File: src/rtl/dbedge_pkg.sv
package dbedge_pkg;

  // Number of monitored inputs: power button, three keys, AC present, controller reset.
  localparam int NUM_IN = 6;

  // Per-input edge event pair produced by a filter lane.
  typedef struct packed {
    logic rise;
    logic fall;
  } edge_evt_t;

endpackage

File: src/rtl/dbedge_sync.sv
// Multi-stage synchronizer for a vector of asynchronous inputs.
module dbedge_sync #(
  parameter int W      = 6,
  parameter int STAGES = 2
) (
  input  logic         clk_i,
  input  logic         rst_ni,
  input  logic [W-1:0] d_i,
  output logic [W-1:0] q_o
);

  logic [W-1:0] stage_q [STAGES];

  always_ff @(posedge clk_i or negedge rst_ni) begin
    if (!rst_ni) begin
      for (int s = 0; s < STAGES; s++) stage_q[s] <= '0;
    end else begin
      stage_q[0] <= d_i;
      for (int s = 1; s < STAGES; s++) stage_q[s] <= stage_q[s-1];
    end
  end

  assign q_o = stage_q[STAGES-1];

endmodule

File: src/rtl/dbedge_filter.sv
// One debounce lane: holds the accepted level and counts how long a
// different level has persisted. Emits a one-cycle event when it commits.
module dbedge_filter #(
  parameter int DB_W = 16
) (
  input  logic                  clk_i,
  input  logic                  rst_ni,
  input  logic                  ready_i,   // synchronizer pipeline holds real data
  input  logic                  lvl_i,     // synchronized, polarity-adjusted level
  input  logic [DB_W-1:0]       limit_i,   // debounce length D
  output dbedge_pkg::edge_evt_t evt_o
);

  logic            primed_q;
  logic            stable_q;
  logic [DB_W-1:0] cnt_q;
  logic            differ;
  logic            commit;

  always_comb begin
    differ     = (lvl_i != stable_q);
    // >= keeps the lane from stalling if the limit is lowered mid-count
    commit     = primed_q && differ && (cnt_q >= limit_i);
    evt_o.rise = commit &  lvl_i;
    evt_o.fall = commit & ~lvl_i;
  end

  always_ff @(posedge clk_i or negedge rst_ni) begin
    if (!rst_ni) begin
      primed_q <= 1'b0;
      stable_q <= 1'b0;
      cnt_q    <= '0;
    end else if (!primed_q) begin
      // first valid sample becomes the starting level, no event
      if (ready_i) begin
        primed_q <= 1'b1;
        stable_q <= lvl_i;
        cnt_q    <= '0;
      end
    end else if (!differ) begin
      cnt_q <= '0;
    end else if (commit) begin
      stable_q <= lvl_i;
      cnt_q    <= '0;
    end else begin
      cnt_q <= cnt_q + 1'b1;
    end
  end

endmodule

File: src/rtl/dbedge_status.sv
// Sticky write-1-to-clear status with a combined interrupt.
module dbedge_status #(
  parameter int N_ST = 12
) (
  input  logic            clk_i,
  input  logic            rst_ni,
  input  logic [N_ST-1:0] set_i,
  input  logic            clr_valid_i,
  input  logic [N_ST-1:0] clr_mask_i,
  output logic [N_ST-1:0] status_o,
  output logic            irq_o
);

  logic [N_ST-1:0] status_q;
  logic [N_ST-1:0] clr_eff;

  always_comb begin
    clr_eff = clr_valid_i ? clr_mask_i : {N_ST{1'b0}};
  end

  always_ff @(posedge clk_i or negedge rst_ni) begin
    if (!rst_ni) status_q <= '0;
    else         status_q <= (status_q & ~clr_eff) | set_i;  // set wins
  end

  assign status_o = status_q;
  assign irq_o    = |status_q;

endmodule

File: src/rtl/dbedge_irq.sv
// Debounced edge interrupt for six board inputs with raw pin readback.
module dbedge_irq #(
  parameter int N_IN        = dbedge_pkg::NUM_IN,
  parameter int DB_W        = 16,
  parameter int SYNC_STAGES = 2
) (
  input  logic                clk_i,
  input  logic                rst_ni,
  input  logic [N_IN-1:0]     pins_i,
  input  logic [N_IN-1:0]     invert_i,
  input  logic [N_IN-1:0]     fall_en_i,
  input  logic [N_IN-1:0]     rise_en_i,
  input  logic [DB_W-1:0]     debounce_i,
  input  logic                clr_valid_i,
  input  logic [2*N_IN-1:0]   clr_mask_i,
  output logic [2*N_IN-1:0]   status_o,
  output logic                irq_o,
  output logic [N_IN-1:0]     raw_o
);

  localparam int N_ST = 2 * N_IN;

  logic [N_IN-1:0]        sync_lvl;
  logic [N_IN-1:0]        det_lvl;
  logic [SYNC_STAGES-1:0] fill_q;
  logic                   sync_ready;
  logic [N_ST-1:0]        set_vec;
  dbedge_pkg::edge_evt_t  evt [N_IN];

  dbedge_sync #(.W(N_IN), .STAGES(SYNC_STAGES)) u_sync (
    .clk_i  (clk_i),
    .rst_ni (rst_ni),
    .d_i    (pins_i),
    .q_o    (sync_lvl)
  );

  // Tracks when the synchronizer output first carries sampled pin data.
  always_ff @(posedge clk_i or negedge rst_ni) begin
    if (!rst_ni) fill_q <= '0;
    else         fill_q <= {fill_q[SYNC_STAGES-2:0], 1'b1};
  end
  assign sync_ready = fill_q[SYNC_STAGES-1];

  assign raw_o   = sync_lvl;
  assign det_lvl = sync_lvl ^ invert_i;

  for (genvar i = 0; i < N_IN; i++) begin : g_lane
    dbedge_filter #(.DB_W(DB_W)) u_filter (
      .clk_i   (clk_i),
      .rst_ni  (rst_ni),
      .ready_i (sync_ready),
      .lvl_i   (det_lvl[i]),
      .limit_i (debounce_i),
      .evt_o   (evt[i])
    );
    assign set_vec[i]      = evt[i].fall & fall_en_i[i];
    assign set_vec[N_IN+i] = evt[i].rise & rise_en_i[i];
  end

  dbedge_status #(.N_ST(N_ST)) u_status (
    .clk_i       (clk_i),
    .rst_ni      (rst_ni),
    .set_i       (set_vec),
    .clr_valid_i (clr_valid_i),
    .clr_mask_i  (clr_mask_i),
    .status_o    (status_o),
    .irq_o       (irq_o)
  );

endmodule

File: config.mk
export PLATFORM = sky130hd
export DESIGN_NAME = dbedge_irq
export DESIGN_NICKNAME = d
export VERILOG_FILES = /design/src/rtl/dbedge_pkg.sv /design/src/rtl/dbedge_sync.sv /design/src/rtl/dbedge_filter.sv /design/src/rtl/dbedge_status.sv /design/src/rtl/dbedge_irq.sv
export SDC_FILE = /design/constraint.sdc
export NUM_CORES = 1
export LEC_CHECK = 0
export BUFFER_PORTS_ARGS = -buffer_cell sky130_fd_sc_hd__buf_2
export CORE_MARGIN = 4
export CORE_UTILIZATION = 45
export DETAILED_ROUTE_END_ITERATION = 10
export PLACE_DENSITY_LB_ADDON = 0.12
export SYNTH_ARGS = -nofsm -noshare
export SYNTH_HDL_FRONTEND = slang
export SYNTH_SLANG_ARGS = --single-unit
File: constraint.sdc
create_clock -name clk_i -period 2.3 [get_ports clk_i]
set_input_delay 0.46 -clock clk_i [delete_from_list [all_inputs] [get_ports clk_i]]
set_output_delay 0.46 -clock clk_i [all_outputs]
set_load 0.01 [all_outputs]
==> summary.txt <==
cells along the critical path - buf_2 > clkinvlp_4 > buf_4 > ha_1 > a2111oi_4 > buf_4 > o31ai_4 > a21o_4 > or3_1 > o21ai_0
synthesized net count - 1118
CP Launch Type - input pin
Reg2Reg Depth - 8
Core ar. - 19500 um^2
HPWL after DPL - 19400 um
DR WL/cell - 18.1 um
Crit path top cell by count - buf_4
critical path required time - 2650 ps
Leakage - 5.73 nW
Synth Instances - 961
Num CTS Buffers - 17
total track usage - 23.8%
Tot Pwr - 7.68 mW
global-route wire length before repair - 41400 um
Hold Crit Class - input pin to asynchronous set/reset pin
Post-synth EDFFs - 0
maximum VDD drop - 0.000582 V
Max Slew Vio Count - 0
CTS tree - done
final hold viol count - 5
post-layout util - 59.7%
#FFs+latches synth - 134
critical path class - input pin to flop
setup violators final - 0
pre-CTS setup slack - -502 ps
CTS sink cnt - 134
clk_lat worst skew - 430 ps
Die X - 149 um
initial drt markers - 428
cell taking the most area after synthesis - dfrtp_1
Ports - 74
Residual DRC - 0
Clock transition at path regs - 60 ps
largest net degree at the start of global routing - 54
critical path fanouts, max - 7
Hold Buf Count CTS - 0
post-synth top area share - 37.6%
buffer levels on the longest clock path - 2
slowest stage delay, CP - 370 ps
Root Driver - clkbuf_16
Avg Inst Size Synth - 9.28 um^2
arrival time at the worst endpoint - 2620 ps
initial antenna violation count - 1
Chip Height - 149 um
yosys warns - 0
Hold WS - -11.2 ps
Final Skew - 7.82 ps
failing checks - hold timing
reg-to-reg critical path endpoint - u_status.status_o[1]
commonest register cell after synthesis - dfrtp_1
setup repair after global routing missed its margin - true
Final Critical Period - 2270 ps
Reg2Reg Launch Point - g_lane[1].u_filter.cnt_q[0]
Synth area leaders - dfrtp_1, ha_1, nand2_1
full die area - 22100 um^2
mapped cell area - 8920 um^2
layout cells sized above 1 - 26.9%
global route overflow - 0
vias - 8260
worst setup slack after layout - 29.9 ps
Antenna Nets Post-Route - 0
H-tree levels - 4
Starting Density - 45.8%
n_diodes - 0
Layout area overhead - 30.3%
CP max-delay cell - a2111oi_4
Vias/cell - 5.67
Final nets - 1337
r2r setup slk - 50 ps
relative slew slack - 58.2%
Slew @ Worst Pin - 622 ps
max-cap violation count - 0
Synth async-reset ratio - 100%
Worst setup endpoint - g_lane[3].u_filter.cnt_q[9]
final wirelength - 26300 um
synth unique cells - 70
Max Freq - 441 MHz
site row count - 51
CP endpoint kind - flop
Worst setup startpoint - debounce_i[1]
status - finished with violations
period utilization - 98.7%
power per cell area - 660 nW/um^2
port buffer count - 73
gp weighted congestion - 0.874
DRT Pass-1 Iters - 5
sequential share of the synthesized area - 37.6%
vias in the first global route - 7827
==> worst max-delay path: cells and delay by family <==
kind | cells | cell delay (ps)
AO/OA/AOI/OAI | 4 | 780
adder cells (fa/ha/maj) | 1 | 330
buffers and inverters | 4 | 690
AND/OR/NAND/NOR | 1 | 350
==> timing repair <==
action                     CTS  global route
pin swaps                   13            17
setup buffers               11             6
cloned                       0             1
setup endpoints to repair   40            86
resized for setup           17            50
==> power by group <==
group	leakage (nW)	switching [mW]	total, mW	internal (mW)
clock network	0.283	1.11	2.76	1.65
registers	1.78	0.150	2.67	2.52
logic	3.67	1.12	2.25	1.13
total	5.73	2.38	7.68	5.30
==> cells in the final DEF (no fill, tap or decap), types with 10 or more instances in the layout <==
master / instances
xor2_1: 10
inv_1: 43
nand4_1: 22
clkbuf_16: 17
a22o_1: 28
nor2_1: 44
nand2_1: 101
nand3_1: 55
o21ai_1: 11
mux2i_1: 17
and3_1: 27
nand2b_1: 12
nor3_1: 18
ha_1: 98
a21oi_1: 49
buf_6: 13
a21o_1: 17
a31oi_1: 24
o21ai_0: 39
dfrtp_1: 132
buf_2: 72
o21a_1: 11
or3_1: 11
buf_4: 139
==> worst min-delay path by stage <==
stage,startpoint,end,slack (ps),cells after the start
floorplan,rst_ni,fill_q[0],160,0
global placement,u_sync.stage_q[9],u_sync.q_o[3],330,0
detailed placement,u_sync.stage_q[10],u_sync.q_o[4],330,0
CTS,rst_ni,u_sync.q_o[4],6,1
global route,rst_ni,u_sync.q_o[4],20,1
finish,rst_ni,u_sync.q_o[4],-10,1
==> per-layer routing <==
layer	vias to the layer above	GRT usage [%]	part of all wire [%]
li1	4027	-	-
met4	2	5.17	1.3
met5	-	0	0.046
met1	3999	33.0	46
met3	25	4.56	4.9
met2	207	39.1	48
==> cells in the mapped netlist (10+ instances only) <==
library cell  instances
a31oi_1              24
nand3_1              56
inv_1                47
dfrtp_1             134
mux2i_1              17
o21a_1               11
o21ai_0              50
o31ai_1              12
nand2_1             103
nand4_1              22
nor2_1               44
xor2_1               10
a21oi_1              54
a21o_1               18
nand2b_1             14
a22o_1               28
nor3_1               22
or3_1                11
clkbuf_1             14
ha_1                102
and3_1               27
nor4_1               10
==> state kept, by name, indices dropped and copies added (netlist names) <==
name and count:
fill_q 2, u_sync.stage_q 6, g_lane.u_filter.cnt_q 96, g_lane.u_filter.stable_q 6
u_sync.q_o 6, u_status.status_o 12, g_lane.u_filter.primed_q 6
==> cell families after synthesis <==
group,synth area share (%)
and+or+nand+nor,20.3
DFF,37.6
xor gates and xnor gates,1.85
adders and majority gates,14.3
buffers and inverters,3.93
AOI/OAI and AO/OA,19.4
other,0.0420
muxes,2.58
==> area by class of cell <==
class                      count  area, um^2
sequential                   134        3360
clock buffer                  20         457
tap                          265         332
inverter                      49         191
clock inverter                11         125
timing repair buffer         231        1690
fill                        1701        7840
multi-input combinational    747        5470
==> stage by stage <==
step | TNS, ps | cells | cell area [um^2]
detailed placement | -36480 | 1410 | 10600
floorplan | -7.89 | 961 | 8940
CTS | -171 | 1450 | 11300
global placement | -35270 | 1410 | 10600
finish | 0 | 1457 | 11600
global route | -276 | 1457 | 11600
Power figures use the tool's default switching activity.
